==> config.mk <==
export PLATFORM = sky130hd
export DESIGN_NAME = mtp_protect_fsm
export DESIGN_NICKNAME = d
export VERILOG_FILES = /design/src/rtl/mtp_pkg.sv /design/src/rtl/mtp_alive_mon.sv /design/src/rtl/mtp_stb_cnt.sv /design/src/rtl/mtp_protect_fsm.sv
export SDC_FILE = /design/constraint.sdc
export NUM_CORES = 1
export LEC_CHECK = 0
export BUFFER_PORTS_ARGS = -buffer_cell sky130_fd_sc_hd__buf_2
export CORE_UTILIZATION = 25
export CTS_CLUSTER_SIZE = 10
export DETAILED_ROUTE_END_ITERATION = 10
export PLACE_DENSITY_LB_ADDON = 0.25
export SETUP_SLACK_MARGIN = 0.1
export SKIP_LAST_GASP = 1
export SLEW_MARGIN = 10
export SYNTH_ARGS = -nofsm -noshare
export SYNTH_HDL_FRONTEND = slang
export SYNTH_SLANG_ARGS = --single-unit
export TNS_END_PERCENT = 50
==> constraint.sdc <==
create_clock -name clk -period 2.25 [get_ports clk]
set_input_delay 0.225 -clock clk [delete_from_list [all_inputs] [get_ports clk]]
set_output_delay 0.225 -clock clk [all_outputs]
set_load 0.02 [all_outputs]
==> src/rtl/mtp_pkg.sv <==
package mtp_pkg;
   typedef enum logic [2:0] {
      ST_SLEEP = 3'd0,
      ST_RUN   = 3'd1,
      ST_HOLD  = 3'd2,
      ST_LATCH = 3'd3,
      ST_OVF   = 3'd4
   } mtp_state_e;

   localparam logic [1:0] CODE_SLEEP = 2'b00;
   localparam logic [1:0] CODE_RUN   = 2'b01;
   localparam logic [1:0] CODE_FAULT = 2'b10;

   function automatic logic [1:0] coarse_code(mtp_state_e s);
      case (s)
         ST_SLEEP: coarse_code = CODE_SLEEP;
         ST_RUN:   coarse_code = CODE_RUN;
         default:  coarse_code = CODE_FAULT;
      endcase
   endfunction
endpackage

==> src/rtl/mtp_alive_mon.sv <==
module mtp_alive_mon #(
   parameter int unsigned ALIVE_CLKS = 2048
) (
   input  logic clk,
   input  logic rst_n,
   input  logic act,
   output logic alive
);
   localparam int unsigned W = $clog2(ALIVE_CLKS + 1);
   localparam logic [W-1:0] CAP = W'(ALIVE_CLKS);

   generate
      if (ALIVE_CLKS < 2) begin : g_bad_alive
         $error("ALIVE_CLKS must be at least 2");
      end
   endgenerate

   logic [W-1:0] idle_q;

   always_ff @(posedge clk or negedge rst_n) begin
      if (!rst_n)              idle_q <= CAP;
      else if (act)            idle_q <= '0;
      else if (idle_q != CAP)  idle_q <= idle_q + 1'b1;
   end

   assign alive = (idle_q != CAP);
endmodule

==> src/rtl/mtp_stb_cnt.sv <==
module mtp_stb_cnt #(
   parameter int unsigned TERMINAL = 64000
) (
   input  logic clk,
   input  logic rst_n,
   input  logic clr,
   input  logic inc,
   output logic hit
);
   localparam int unsigned W = $clog2(TERMINAL + 1);
   localparam logic [W-1:0] LAST = W'(TERMINAL - 1);

   generate
      if (TERMINAL < 2) begin : g_bad_term
         $error("TERMINAL must be at least 2");
      end
   endgenerate

   logic [W-1:0] cnt_q;

   assign hit = inc && !clr && (cnt_q == LAST);

   always_ff @(posedge clk or negedge rst_n) begin
      if (!rst_n)          cnt_q <= '0;
      else if (clr || hit) cnt_q <= '0;
      else if (inc)        cnt_q <= cnt_q + 1'b1;
   end
endmodule

==> src/rtl/mtp_protect_fsm.sv <==
module mtp_protect_fsm #(
   parameter int unsigned LIMIT_PERIODS = 64000,
   parameter int unsigned HOLD_PERIODS  = 64000,
   parameter int unsigned ALIVE_CLKS    = 2048
) (
   input  logic       clk,
   input  logic       rst_n,
   input  logic       pwm_stb,
   input  logic       cur_lim,
   input  logic       uv_flag,
   input  logic       ov_flag,
   input  logic       cmd_act,
   output logic       run_en,
   output logic       gate_off,
   output logic [1:0] state_o
);
   import mtp_pkg::*;

   mtp_state_e st_q, st_d;
   logic       retry_q, retry_d;
   logic       latch_q, latch_d;
   logic       alive_w;
   logic       lim_hit, hold_hit, win_hit;
   logic       in_run, in_hold;

   assign in_run  = (st_q == ST_RUN);
   assign in_hold = (st_q == ST_HOLD);

   mtp_alive_mon #(.ALIVE_CLKS(ALIVE_CLKS)) u_alive (
      .clk   (clk),
      .rst_n (rst_n),
      .act   (cmd_act),
      .alive (alive_w)
   );

   // consecutive current-limited periods
   mtp_stb_cnt #(.TERMINAL(LIMIT_PERIODS)) u_limcnt (
      .clk   (clk),
      .rst_n (rst_n),
      .clr   (!in_run || (pwm_stb && !cur_lim)),
      .inc   (pwm_stb && cur_lim),
      .hit   (lim_hit)
   );

   // periods spent with the gate held off after a first episode
   mtp_stb_cnt #(.TERMINAL(HOLD_PERIODS)) u_holdcnt (
      .clk   (clk),
      .rst_n (rst_n),
      .clr   (!in_hold),
      .inc   (pwm_stb),
      .hit   (hold_hit)
   );

   // clean-run window that forgets an earlier episode
   mtp_stb_cnt #(.TERMINAL(LIMIT_PERIODS)) u_wincnt (
      .clk   (clk),
      .rst_n (rst_n),
      .clr   (!in_run),
      .inc   (pwm_stb),
      .hit   (win_hit)
   );

   always_comb begin
      st_d    = st_q;
      retry_d = retry_q;
      latch_d = latch_q;
      if (uv_flag || !alive_w) begin
         st_d    = ST_SLEEP;
         retry_d = 1'b0;
         latch_d = 1'b0;
      end else if (ov_flag) begin
         st_d = ST_OVF;
      end else begin
         case (st_q)
            ST_SLEEP: st_d = ST_RUN;
            ST_RUN: begin
               if (lim_hit) begin
                  if (retry_q) begin
                     st_d    = ST_LATCH;
                     latch_d = 1'b1;
                  end else begin
                     st_d    = ST_HOLD;
                     retry_d = 1'b1;
                  end
               end else if (win_hit) begin
                  retry_d = 1'b0;
               end
            end
            ST_HOLD:  if (hold_hit) st_d = ST_RUN;
            ST_LATCH: st_d = ST_LATCH;
            ST_OVF:   st_d = latch_q ? ST_LATCH : ST_RUN;
            default:  st_d = ST_SLEEP;
         endcase
      end
   end

   always_ff @(posedge clk or negedge rst_n) begin
      if (!rst_n) begin
         st_q    <= ST_SLEEP;
         retry_q <= 1'b0;
         latch_q <= 1'b0;
      end else begin
         st_q    <= st_d;
         retry_q <= retry_d;
         latch_q <= latch_d;
      end
   end

   assign run_en   = in_run;
   assign gate_off = !in_run;
   assign state_o  = coarse_code(st_q);
endmodule

Word level (Yosys, flattened, before mapping). Index checks and enable logic that the tools add are counted. W data, S select, Z words.

Register bits after elaboration: 65. Logic and storage cells: 78.

Add/sub/neg operators: 4. Equality and inequality tests: 11. Multiplexer cells: 26. Reduce and logical (&&, ||, !) cells: 30.

Operator list (count): $mux W16 (6); $add A16 B1 Y16 const B (3); $eq A16 B16 Y1 const B (3); $mux W12 (2); $pmux W3 S5 (1); $reduce_bool A2 Y1 (7); $add A12 B1 Y12 const B (1); $mux W3 (4); $ne A12 B12 Y1 const B (1); $mux W1 (11); $logic_and A1 B1 Y1 (8); $ne A4 B2 Y1 const B (2); $eq A3 B2 Y1 const B (2); $logic_not A1 Y1 (5); $logic_or A1 B1 Y1 (5); $pmux W2 S2 (1); $reduce_and A4 Y1 (1); $eq A3 B1 Y1 const B (1); $eq A3 B3 Y1 const B (1); $logic_not A3 Y1 (1); $reduce_and A3 Y1 (1); $reduce_bool A3 Y1 (1); $mux W2 (1); $ne A2 B1 Y1 const B (1); $reduce_and A2 Y1 (1).

Depth between registers and ports, before layout. Gate-level depths: netlist (run 1).

Word-level depth: 10. Mapped depth: 6.

By module. From an unflattened synthesis (run 1), not the netlist that was laid out.

Cell total of the unflattened synthesis: 348. Area total of the unflattened synthesis: 3433.3 sq um.

Modules (own cells, without submodules): mtp_stb_cnt (times used 3, cells each 82, area each 825.8 sq um); mtp_alive_mon (times used 1, cells each 66, area each 649.4 sq um); mtp_protect_fsm (times used 1, cells each 36, area each 306.5 sq um).

Worst setup path after synthesis (run 1). No wires, ideal clock.

Path kind: flip-flop to flip-flop. Start point: register u_holdcnt.cnt_q[0]. End point: register u_holdcnt.cnt_q[0]. Arrival: 1.723 ns. Path slack: 0.408 ns. Cell stages (with the launch flop): 7. Buffers on the path: 1. Cell sequence: dfrtp_1 > ha_1 > nand4_1 > or4_1 > nand2_1 > buf_4 > nor2_1.

Cells in the longest elaborated chain, start to end: 4. Elaborated cells between the ends (all ways): 7. Those cells by class: add/sub: 1; eq/ne: 1; mux: 2; reduce/logical: 3.

Ends and longest elaborated chain: start, declared (RTL line mtp_stb_cnt.sv:19) `logic [W-1:0] cnt_q;`; start signal, assigned (RTL line mtp_stb_cnt.sv:26) `else if (inc) cnt_q <= cnt_q + 1'b1;`; branches (longest 4 deep; another with $add A16 B1 Y16).

Several ways; the timed one is not identified. The select of a mux whose other input is x is not followed. A chain may end at the register's enable or synchronous reset.

Worst setup path in the final report (run 1).
Start point: register u_holdcnt.cnt_q[0]. End point: register st_q[1].

Cells in the longest elaborated chain, start to end: 4.

Ends and longest elaborated chain: $eq A16 B16 Y1 (RTL line mtp_stb_cnt.sv:21) `assign hit = inc && !clr && (cnt_q == LAST);`; $logic_and A1 B1 Y1 (RTL line mtp_stb_cnt.sv:21); $ne A4 B2 Y1 (no source line); $reduce_and A2 Y1 (no source line); end signal, assigned (RTL line mtp_protect_fsm.sv:103) `st_q <= st_d;`; end, declared (RTL line mtp_protect_fsm.sv:19) `mtp_state_e st_q, st_d;`.

Every way passes these cells.

==> results.md, run 1 <==
- VDD sags by at most 0.0002505 V.
- The path type of the worst min-delay path is in -> reg.
- A synthesized cell averages 9.544 um2.
- The synthesized design contains 65 register bits.
- The post-CTS setup-driven buffer insertion count is 0.
- The slew of the pin with the lowest slew margin is 0.4552 ns.
- The sequential share of the synthesized area is 48.87%.
- The first detailed-routing pass took 5 iterations.
- The total negative slack for setup checks is 0 ns.
- At the placement stage, the worst setup path has a slack of 0.3051 ns.
- In this run the register-to-register setup slack is 0.30 ns.
- Setup violations remaining at the end of the flow were counted as 0.
- The power per unit of standard cell area is 660.7 mW/mm2.
- Summing the areas of all fa, ha and maj instances in the mapped netlist gives 1.878% of the synthesized area.
- On the worst path, the slowest cell contributes a delay of 0.62 ns.
- The floorplan die height is 117.4 um.
- The post-synthesis instance total is 349.
- In the final design database the tool counted 379 nets.
- The maximum clock skew at final layout is 0.008135 ns.
- The final cycle utilization of the critical path is 86.76%.
- The later-pin clock latency in the skew report is 0.33 ns.
- The number of pins exceeding their max-slew limit in the final report is 0.
- The critical register-to-register path startpoint is u_holdcnt.cnt_q[0].
- The standby leakage power is 1.454 nW.
- The signal on the critical path passes through ha_1 > nand4_1 > or4_1 > nand2_1 > o32ai_1.
- The number of input and output port buffers inserted is 10.
- The post-route antenna net violation count is 0.
- The max-cap check violation count is 0.
- Yosys printed 0 warnings.
- After clock tree synthesis, the clock-pin slew on the worst setup and hold paths is 0.05 ns.
- The standard cell with the maximum stage delay on the critical path is sky130_fd_sc_hd__or4_1.
- The total number of clock tree sinks is 65.
- Pin placement for this block handled 11 I/O pins.
- Summed over all layers, the routed wires come to 7108 um.
- STA classifies the critical path startpoint as a flip-flop.
- TritonCTS created 9 clock buffers.
- TritonCTS built the clock tree.
- The number of cells on the worst hold path is 3.
- Fill cells in the final layout number 1376.
- The layout overhead on the synthesized area is 16.60%.
- After floorplanning, the core was divided into 41 placement rows.
- The count of different cell masters after synthesis is 46.
- For this configuration, the core starts out at a cell density of 25.97%.
- The number of buffers on the longest clock path is 2.
- The most common flop cell mapped by yosys is sky130_fd_sc_hd__dfrtp_1.
- Summing all flip-flop and latch instances after layout gives 0.001628 mm2.
- The post-route netlist has 10.48% of its cells at a drive strength greater than 1.
- The worst setup path is captured at a flip-flop.
- In the routed layout, each cell is associated on average with a via count of 4.756.
- The final route contains 2587 vias.
- The count of final hold-check violations was 0.
- The worst setup path category is reg -> reg.
- The number of violations reported at the end of detailed-routing iteration 0 is 86.
- Counting flops with a built-in enable in the synthesized netlist gives 0.
- STA puts the critical path data required time at 2.44 ns.
- For the worst setup path, the data arrival time is 2.15 ns.
- The pin count of the biggest net entering global routing is 66.
- The post-detailed-placement half-perimeter wirelength is 4787 um.
- Summed over all layers, the global routing overflow is 0.
- The flow ran to the end, and the final reports show no timing, DRC or antenna violations.
- The area share of xor/xnor cells in the synthesized design is 10.52%.
- The timing-limited maximum frequency is 512.3 MHz.
- After detailed routing, the number of remaining DRC violations is 0.
- After synthesis, the largest family of logic cells by area is simple AND/OR/NAND/NOR gates.
- The die extent in x is 117.4 um.
- The root cell of the clock tree is sky130_fd_sc_hd__clkbuf_16.
- The synthesized netlist occupies a cell area of 0.003331 mm2.
- Counting cells, the worst reg-to-reg path comes to 5.
- The fraction of synthesized area in multiplexers is 1.202%.
- In the global route stage, overall resource usage came out at 11.27%.
- The terminating pin of the worst hold path is st_q[2].
- In this run the worst path has a maximum fanout of 13.
- The post-synthesis async set-or-reset flop share is 100.0%.
- The capturing point of the worst reg2reg path is st_q[1].
- Routability-driven placement finished with a final weighted congestion of 0.7205.
- The count of buffering cells on the critical path with inverters included is 0.
- Across all setup checks in the final design, the least slack found is 0.2979 ns.
- The number of H-tree levels is 3.
- The post-synth net total is 361.
- Counting tap cells, the placed design contains a total of 527 instances.
- Leaving out filler cells and counting taps, the final layout contains 544.
- The total area inside the core boundary comes to 0.01282 mm2.
- The initial antenna violation count was 0.
- The synthesized netlist devotes 26.67% of its cell area to simple gates.
- The area occupied by multi-input gates is 0.001610 mm2.
- Setup repair after global routing left no endpoint under its margin.
- The wire length per cell is 13.07 um.
- The area fraction in compound gates after synthesis is 8.077%.
- The relative max-transition margin is 69.58%.
- The wire length of the first global-routing pass is 12560 um.
- The number of antenna cells inserted is 0.
- The start point of the worst min-delay path is ov_flag.
- The overall die area is 0.01379 mm2.
- The via count of the first global-routing pass came to 2554.
- The kind of cell with the highest combined delay along the critical path is simple AND/OR/NAND/NOR gates.
- The shortest period the worst path allows is 1.952 ns.
-- cells by family after synthesis --
kind of cell,Yosys count
flip-flops,65
multiplexers,4
XOR/XNOR,40
AND/OR/NAND/NOR,170
buffers and inverters,22
AO/OA/AOI/OAI,43
adder cells (fa/ha/maj),5
-- registers in the layout, summed over array words and instances, names as in the netlist --
signal           count
st_q                 3
u_alive.idle_q      12
u_wincnt.cnt_q      16
latch_q              1
u_limcnt.cnt_q      16
u_holdcnt.cnt_q     16
retry_q              1
-- where the power goes --
part,internal (mW),leakage (nW),switching [mW]
combinational,0.0393,0.426,0.0821
clock,0.737,0.128,0.517
sequential,1.18,0.900,0.0121
total,1.95,1.45,0.611
-- routing by layer --
layer  vias to the layer above  track usage [%]  routed length [um]
met5                         -                0                   0
met4                         0            4.383                 125
met3                        10            2.870                 184
met2                        25            17.12                3126
met1                      1267            15.23                3672
li1                       1285                -                   -
-- layout make-up --
| cell class | count | area share (%) |
|---|---|---|
| Multi-Input combinational cell | 262 | 41.46 |
| Timing Repair Buffer | 18 | 3.222 |
| Tap cell | 172 | 5.541 |
| Sequential cell | 65 | 41.91 |
| Clock inverter | 6 | 0.9021 |
| Clock buffer | 10 | 5.896 |
| Inverter | 11 | 1.063 |
-- worst max path at each step --
stage	start	to	slack, ns	depth (start not counted)
after CTS	u_holdcnt.cnt_q[0]	st_q[1]	0.28	5
after floorplan	u_holdcnt.cnt_q[0]	u_holdcnt.cnt_q[0]	0.41	6
after detailed placement	pwm_stb	st_q[1]	0.31	5
final	u_holdcnt.cnt_q[0]	st_q[1]	0.30	5
after global routing	u_holdcnt.cnt_q[0]	st_q[1]	0.14	5
after global placement	u_holdcnt.cnt_q[0]	st_q[1]	0.33	5
-- worst register-to-register path, cell delays in order (launching register included) --
cell and delay, ns:
sky130_fd_sc_hd__dfrtp_1 0.38, sky130_fd_sc_hd__ha_1 0.18, sky130_fd_sc_hd__nand4_1 0.12, sky130_fd_sc_hd__or4_1 0.62, sky130_fd_sc_hd__nand2_1 0.39, sky130_fd_sc_hd__o32ai_1 0.13
-- cells in the mapped netlist, types with 2 or more instances --
cell type | instances | area share [%]
sky130_fd_sc_hd__nand3b_1 | 2 | 0.45
sky130_fd_sc_hd__o21ai_1 | 2 | 0.30
sky130_fd_sc_hd__or2_2 | 3 | 0.56
sky130_fd_sc_hd__and3_1 | 2 | 0.38
sky130_fd_sc_hd__mux2i_1 | 4 | 1.2
sky130_fd_sc_hd__dfrtp_1 | 64 | 48
sky130_fd_sc_hd__clkbuf_1 | 4 | 0.45
sky130_fd_sc_hd__nor3_1 | 10 | 1.5
sky130_fd_sc_hd__xnor2_1 | 22 | 5.8
sky130_fd_sc_hd__nand4bb_1 | 2 | 0.68
sky130_fd_sc_hd__nor3b_1 | 2 | 0.45
sky130_fd_sc_hd__nand2_1 | 22 | 2.5
sky130_fd_sc_hd__or3_1 | 8 | 1.5
sky130_fd_sc_hd__nor4_1 | 8 | 1.5
sky130_fd_sc_hd__nand4_1 | 15 | 2.8
sky130_fd_sc_hd__nor2_1 | 51 | 5.7
sky130_fd_sc_hd__ha_1 | 5 | 1.9
sky130_fd_sc_hd__o21ai_0 | 5 | 0.75
sky130_fd_sc_hd__inv_1 | 10 | 1.1
sky130_fd_sc_hd__buf_2 | 5 | 0.75
sky130_fd_sc_hd__nand4b_1 | 2 | 0.53
sky130_fd_sc_hd__xor2_1 | 18 | 4.7
sky130_fd_sc_hd__or4_1 | 10 | 2.3
sky130_fd_sc_hd__nand3_1 | 23 | 3.5
sky130_fd_sc_hd__nand2b_1 | 2 | 0.38
sky130_fd_sc_hd__a21oi_1 | 19 | 2.9
sky130_fd_sc_hd__and4_1 | 3 | 0.79
sky130_fd_sc_hd__o31ai_1 | 8 | 1.8
-- layout by cell type (no fill, tap or decap), types with 4 or more instances in the layout --
cell type                   netlist  layout
sky130_fd_sc_hd__ha_1             5       5
sky130_fd_sc_hd__clkbuf_16        0       9
sky130_fd_sc_hd__nand4_1         15      15
sky130_fd_sc_hd__inv_1           10      10
sky130_fd_sc_hd__nand3_1         23      23
sky130_fd_sc_hd__clkinv_2         0       4
sky130_fd_sc_hd__nor4_1           8       8
sky130_fd_sc_hd__o31ai_1          8       8
sky130_fd_sc_hd__dfrtp_1         64      64
sky130_fd_sc_hd__xor2_1          18      18
sky130_fd_sc_hd__or3_1            8       8
sky130_fd_sc_hd__nor2_1          51      51
sky130_fd_sc_hd__xnor2_1         22      22
sky130_fd_sc_hd__nand2_1         22      22
sky130_fd_sc_hd__buf_4            1       6
sky130_fd_sc_hd__o21ai_0          5       5
sky130_fd_sc_hd__buf_2            5      10
sky130_fd_sc_hd__a21oi_1         19      19
sky130_fd_sc_hd__nor3_1          10      10
sky130_fd_sc_hd__or4_1           10      10
sky130_fd_sc_hd__mux2i_1          4       4
-- stage by stage --
stage               hold WS (ns)  power, mW  instance area (um2)  utilization, %
floorplan               -0.07059      1.271                 3331               -
global placement          0.2786      1.335                 3610           28.15
detailed placement        0.2782      1.336                 3610           28.15
CTS                       0.1647      2.609                 3884           30.28
global route              0.1810      2.673                 3884           30.28
finish                    0.1679      2.566                 3884           30.28
-- what timing repair did --
item | CTS | global route
hold buffers | 1 | 0
hold endpoints to repair | 64 | 0
gates resized for setup | 0 | 0
Note: power is estimated with default switching activity, not from simulation.
==> inputs of run 2 (changes only) <==
--- a/config.mk
+++ b/config.mk
@@ -6,7 +6,7 @@
 export NUM_CORES = 1
 export LEC_CHECK = 0
 export BUFFER_PORTS_ARGS = -buffer_cell sky130_fd_sc_hd__buf_2
-export CORE_UTILIZATION = 25
+export CORE_UTILIZATION = 60
 export CTS_CLUSTER_SIZE = 10
 export DETAILED_ROUTE_END_ITERATION = 10
 export PLACE_DENSITY_LB_ADDON = 0.25
==> run 2 against run 1 <==
  * Power down 3.0%
  * Worst hold slack worse by 0.024 ns
  * Maximum frequency about the same
  * Die area down 58%
  * Clock skew down 0.0011 ns
  * Cell area down 4.0%
  * Core utilization up 41 points
  * Routed wire length down 8.6%
  * Worst setup slack worse by 0.00089 ns
  * Critical path type unchanged
==> results.md, run 2 (synthesis gave the netlist of run 1 again) <==
- The area growth from synthesis to layout is 11.91%.
- The count of final hold-check violations came to 0.
- The worst path uses 86.80% of the clock period.
- In this run the tool buffered the top-level ports with 10 buffer cells.
- The timing-limited maximum frequency is 512.0 MHz.
- The die extent in x is 76.51 um.
- For the worst-skew pair, the clock arrives at the later sink with an insertion delay of 0.34 ns.
- The share of layout cells above drive strength 1 is 10.51%.
- The repair_antennas step left the layout with diodes totalling 0.
- Leaving out fill and tap cells, the most frequent cells in the layout are sky130_fd_sc_hd__dfrtp_1, sky130_fd_sc_hd__nor2_1, sky130_fd_sc_hd__nand3_1.
- The register cell area after layout is 0.001628 mm2.
- After detailed routing, the average wire length per cell comes to 14.73 um.
- The worst setup path category is reg -> reg.
- The switching share of power is 21.69%.
- The detailed router finished its first iteration with 175 violations.
- The design draws 2.489 mW.
- The post-placement worst setup slack is 0.3000 ns.
- At the worst endpoint, the required time is 2.46 ns.
- The number of remaining DRC errors is 0.
- In the final layout, the registers with the most flip-flops are u_holdcnt.cnt_q: 16 flops, u_limcnt.cnt_q: 16 flops, u_wincnt.cnt_q: 16 flops.
- Setup repair after global routing left no endpoint under its margin.
- The kind of capture point of the worst setup path is a flip-flop.
- The number of top-level pins is 11.
- The total negative slack for setup checks is 0 ns.
- The max-cap check violation count is 0.
- For this configuration, the core starts out at a cell density of 63.59%.
- The final-stage net count is 378.
- The first TritonRoute pass finished after 4 iterations.
- For this design the ratio of total power to cell area is 667.9 mW/mm2.
- The library cell used most frequently in the layout, excluding fill and tap cells, is sky130_fd_sc_hd__dfrtp_1.
- Counting the buffers created by CTS gives 9.
- Per report_power, the combinational group accounts for 4.7% of the total.
- The count of vias placed by the detailed router is 2627.
- The number of H-tree levels is 3.
- In the routed layout, each cell is associated on average with a via count of 5.957.
- For the pin with the worst max-slew slack, the measured transition is 0.6231 ns.
- Cell internal power was estimated by the tool at 1.950 mW.
- The maximum fanout along the worst path is 13.
- The overall die area is 0.005853 mm2.
- The post-detailed-placement half-perimeter wirelength is 4470 um.
- The core outline area is 0.005238 mm2.
- The count of cells in the finished layout, fillers not included, comes to 441.
- VDD sags by at most 0.0004885 V.
- The net switching power of the design is 0.5399 mW.
- The wire length of the first global-routing pass is 11870 um.
- The post-route antenna net violation count is 0.
- The via count of the first global-routing pass is 2670.
- The number of pins exceeding their max-slew limit in the final report is 0.
- The flow ran to the end, and the final reports show no timing, DRC or antenna violations.
- The share of total power dissipated in the clock network is 47.6%.
- The smallest clock period supported by the final layout is computed as 1.953 ns.
- The global placement routability congestion is 0.8233.
- The pin count of the biggest net entering global routing is 40.
- The standby leakage power is 1.437 nW.
- On the final layout, the worst clock skew is 0.007008 ns.
- The initial antenna violation count is 0.
- The worst setup slack after layout is 0.2971 ns.
- The cell sitting at the root of the clock tree is a sky130_fd_sc_hd__clkbuf_8.
- The overall routed net length is 6497 um.
- Once placement completed, the tool counted placed cells totaling 424.
- In this run, flip-flops and latches consume 47.8% of the power.
- The CTS tree is built.
- Global routing consumed, over all layers together, 25.76% of the routing resources.
- Measured on the finished design, the core utilization comes to 71.17%.
- The quantity of gates resized following cts is 0.
- Row generation in the floorplan step produced 26 rows.
- After filler insertion, the fill cell instance count of the layout stands at 383.
- The tightest min-delay check is of the in -> reg type.
- The total congestion overflow after global routing is 0.
- The clock passes through at most 2 buffers.
- In this run the tightest slew margin relative to its limit is 58.46%.
- The die is 76.51 um tall.
- The area occupied by multi-input gates is 0.001610 mm2.
- Setup violations remaining at the end of the flow were counted as 0.
- The launching element type of the critical path is a flip-flop.
- After clock tree synthesis, the clock-pin slew on the worst setup and hold paths is 0.07 ns.
- For this design, the sink count on the clock tree is 65.
- At the worst endpoint, the arrival time is 2.16 ns.
-- run 2: cell count changes in the layout (fill, tap and decap cells not counted), sizes merged --
| cell | change |
|---|---|
| clkbuf | -1 |
| bufinv | +3 |
| clkinv | -2 |
| buf | -1 |
-- run 2: timing repair --
action,CTS,global route
buffers inserted,0,0
hold endpoints to repair,26,0
hold buffers,1,0
-- run 2: final cells by class --
cell class	instances	share of cell area, %
tap	70	2.350
clock inverter	7	3.189
clock buffer	9	3.323
timing repair buffer	17	3.155
inverter	11	1.108
multi-input combinational	262	43.20
sequential	65	43.67
-- run 2: per-layer routing --
metal | vias up | share of wire, % | GRT usage [%]
met5 | - | 0 | 0
met4 | 0 | 2.3 | 10.38
met3 | 18 | 4.0 | 7.665
met2 | 60 | 48 | 42.34
met1 | 1262 | 46 | 31.79
li1 | 1287 | - | -
-- run 2: power groups by stage --
stage,Clock [mW],Combinational (mW),Sequential (mW)
after floorplan,0,0.0626,1.21
after global placement,0,0.116,1.21
after detailed placement,0,0.117,1.21
after CTS,1.20,0.119,1.19
after global routing,1.26,0.134,1.19
final,1.18,0.117,1.19
-- run 2: worst max-delay path: stages, from the launching register on --
cell	delay, ns
sky130_fd_sc_hd__dfrtp_1	0.38
sky130_fd_sc_hd__ha_1	0.18
sky130_fd_sc_hd__nand4_1	0.11
sky130_fd_sc_hd__or4_1	0.63
sky130_fd_sc_hd__nand2_1	0.39
sky130_fd_sc_hd__o32ai_1	0.13
-- run 2: worst paths after layout --
path | startpoint | end | slack (ns) | cells past startpoint
worst max-delay path | u_holdcnt.cnt_q[0] | st_q[1] | 0.30 | 5
worst min-delay path | ov_flag | st_q[2] | 0.14 | 3
worst max register to register | u_holdcnt.cnt_q[0] | st_q[1] | 0.30 | 5
worst min register to register | latch_q | latch_q | 0.53 | 2
max in group asynchronous | rst_n | u_alive.idle_q[11] | 1.14 | 3
min in group asynchronous | rst_n | u_limcnt.cnt_q[3] | 0.43 | 2
-- run 2: stage by stage --
| step | hold WS (ns) | instance area (um2) |
|---|---|---|
| 4_1_cts | 0.1300 | 3727 |
| 2_1_floorplan | -0.07059 | 3331 |
| 5_1_grt | 0.1539 | 3727 |
| 6_report | 0.1442 | 3727 |
| 3_5_place_dp | 0.2739 | 3475 |
| 3_3_place_gp | 0.2688 | 3475 |
==> inputs of run 3 (changes only) <==
--- a/config.mk
+++ b/config.mk
@@ -9,7 +9,7 @@
 export CORE_UTILIZATION = 60
 export CTS_CLUSTER_SIZE = 10
 export DETAILED_ROUTE_END_ITERATION = 10
-export PLACE_DENSITY_LB_ADDON = 0.25
+export PLACE_DENSITY = 0.77
 export SETUP_SLACK_MARGIN = 0.1
 export SKIP_LAST_GASP = 1
 export SLEW_MARGIN = 10
==> run 3 against run 2 <==
  * Routed wire length rose by 1.2%
  * Count of clock-buffer cells in the layout rose by 5
  * Worst setup slack got worse by 0.012 ns
  * Final cell count did not move
  * Clock power fell by 14%
  * Register-to-register slack barely moved
==> results.md, run 3 (synthesis gave the netlist of run 1 again) <==
- The run finished with clean final reports.
- The top routing layer in use is met4.
- The die covers 0.005853 mm2.
- The critical path is of the reg -> reg type.
- The repair_antennas step left the layout with diodes totalling 0.
- After the last flow step, the layout net total stands at 378.
- Dividing the detail-routed wire length by the instance count gives 14.91 um.
- Clock latency on the worst-skew pair, taken at its later pin, is 0.35 ns.
- Detailed placement ended at an HPWL of 4416 um.
- Detailed routing placed a total of 306 um of wire on met3.
- The pin count of the biggest net entering global routing is 42.
- With fillers left out, the area of the finished cells amounts to 0.003692 mm2.
- The initial antenna violation count was 0.
- The maximum resistive drop on vdd is 0.0004293 V.
- The count of final hold-check violations was 0.
- The floorplan row count is 26.
- TritonCTS created 9 clock buffers.
- The tree is rooted in a sky130_fd_sc_hd__clkbuf_8.
- The fraction of the core area covered by cells at the end of the flow is 70.50%.
- The global placement routability congestion is 0.8035.
- The worst setup path is captured at a flip-flop.
- The number of pins exceeding their max-slew limit in the final report is 0.
- From left edge to right edge, the die measures 76.51 um.
- Total power for the finished layout comes to 2.329 mW.
- The routed design has 6577 um of wire.
- Clock-pin slew was measured on the worst setup and hold paths at 0.07 ns.
- After detailed routing, the met2 layer carries 3203 um of wire.
- For this block, wires on met1 add up to 2993 um.
- In the finished design, the share of the clock period the worst path needs comes to 87.31%.
- For the worst setup path, the data required time is 2.46 ns.
- The core outline area is 0.005238 mm2.
- The library cell used most frequently in the layout, excluding fill and tap cells, is sky130_fd_sc_hd__dfrtp_1.
- In this run the register-to-register setup slack is 0.29 ns.
- The total congestion overflow after global routing is 0.
- On the final layout, the worst clock skew is 0.006291 ns.
- Relative to the synthesized area, the layout overhead comes to 10.86%.
- The count of vias placed by the detailed router is 2655.
- The final-layout fill cell count is 398.
- The wire length of the first global-routing pass is 11830 um.
- In this run the cell area measured after placement is 0.003475 mm2.
- The maximum fanout along the worst path is 13.
- In the final layout, the registers with the most flip-flops are u_holdcnt.cnt_q: 16 flops, u_limcnt.cnt_q: 16 flops, u_wincnt.cnt_q: 16 flops.
- Adding up every negative setup slack in the final design gives 0 ns.
- The number of violations reported at the end of detailed-routing iteration 0 is 151.
- The tool flagged a number of max-cap violations equal to 0.
- For the pin with the worst max-slew slack, the measured transition is 0.5845 ns.
- The combined global-route utilization of all metal layers is 25.80%.
- The share of layout cells above drive strength 1 is 9.973%.
- For this run, design rule violations remaining after detail routing come to 0.
- Setup repair after global routing left no endpoint under its margin.
- The post-route antenna net violation count is 0.
- In this run the worst hold path is classified as in -> reg.
- After layout, the minimum clock period comes to 1.965 ns.
- In this run the power density over the cells is 630.7 mW/mm2.
- Once layout is complete, the cells apart from fillers number 441.
- The number of placed instances, taps included is 424.
- The relative max-transition margin is 61.04%.
- The effective utilization at floorplan is 63.59%.
- The H-tree was split into 3 levels.
- The iteration count of the initial detailed-routing pass is 5.
- In the layout the commonest cells are sky130_fd_sc_hd__dfrtp_1, sky130_fd_sc_hd__nor2_1, sky130_fd_sc_hd__nand3_1.
- The longest clock path from root to sink contains 2 buffers.
- The standby leakage power is 1.428 nW.
- Pin placement for this block handled 11 I/O pins.
- The via count normalized by instance count is 6.020.
- At the worst endpoint, the arrival time is 2.17 ns.
- TritonCTS built the clock tree.
- The via count of the first global-routing pass is 2605.
- For this run, the top clock speed supported by timing is 509.0 MHz.
- The floorplan step set the die height to 76.51 um.
- Input and output buffers added on the ports amount to 10.
- Setup violations remaining at the end of the flow were counted as 0.
- Clock tree synthesis found a total of 65 sinks.
- STA classifies the critical path startpoint as a flip-flop.
[run 3: path summary, 6_finish.rpt]
| check | startpoint | to | cells after the start |
|---|---|---|---|
| worst min-delay path | ov_flag | st_q[2] | 3 |
| worst max-delay path | u_holdcnt.cnt_q[0] | st_q[1] | 5 |
| worst max register to register | u_holdcnt.cnt_q[0] | st_q[1] | 5 |
| max in group asynchronous | rst_n | u_alive.idle_q[11] | 3 |
| worst min register to register | latch_q | latch_q | 2 |
| min in group asynchronous | rst_n | u_limcnt.cnt_q[11] | 2 |
[run 3: final cells by class]
| type | instances | area, um2 | area share [%] |
|---|---|---|---|
| clock buffers | 14 | 172.7 | 4.676 |
| repair buffers | 17 | 117.6 | 3.185 |
| flip-flops and latches | 65 | 1628 | 44.09 |
| well taps | 70 | 87.58 | 2.372 |
| clock inverters | 2 | 35.03 | 0.9488 |
| multi-input cells | 262 | 1610 | 43.61 |
| inverters | 11 | 41.29 | 1.118 |
[run 3: critical path: stages (launching register included)]
cell                      delay (ns)
sky130_fd_sc_hd__dfrtp_1        0.39
sky130_fd_sc_hd__ha_1           0.18
sky130_fd_sc_hd__nand4_1        0.11
sky130_fd_sc_hd__or4_1          0.61
sky130_fd_sc_hd__nand2_1        0.40
sky130_fd_sc_hd__o32ai_1        0.14
[run 3: power breakdown]
| part | internal, mW | switching [mW] | leakage [nW] | total [mW] |
|---|---|---|---|---|
| Sequential | 1.18 | 0.0124 | 0.900 | 1.19 |
| Clock | 0.602 | 0.419 | 0.107 | 1.02 |
| Combinational | 0.0384 | 0.0799 | 0.422 | 0.118 |
[run 3: per-stage QoR]
| step | setup WS (ns) | hold WS [ns] |
|---|---|---|
| final | 0.2855 | 0.1435 |
| after global routing | 0.1242 | 0.1370 |
| after CTS | 0.2798 | 0.1292 |
| after detailed placement | 0.3138 | 0.2638 |
| after global placement | 0.3636 | 0.2628 |
| after floorplan | 0.4077 | -0.07059 |
[run 3: routing by layer]
layer,vias to the layer above,global-route usage (%)
met3,10,8.982
met1,1280,32.99
met4,0,9.615
li1,1286,-
met2,79,40.45
met5,-,0
[run 3: repair_timing]
item,4_1_cts,5_1_grt
hold endpoints to repair,24,0
hold buffers,1,0
resized for setup,0,0
setup buffers,0,0
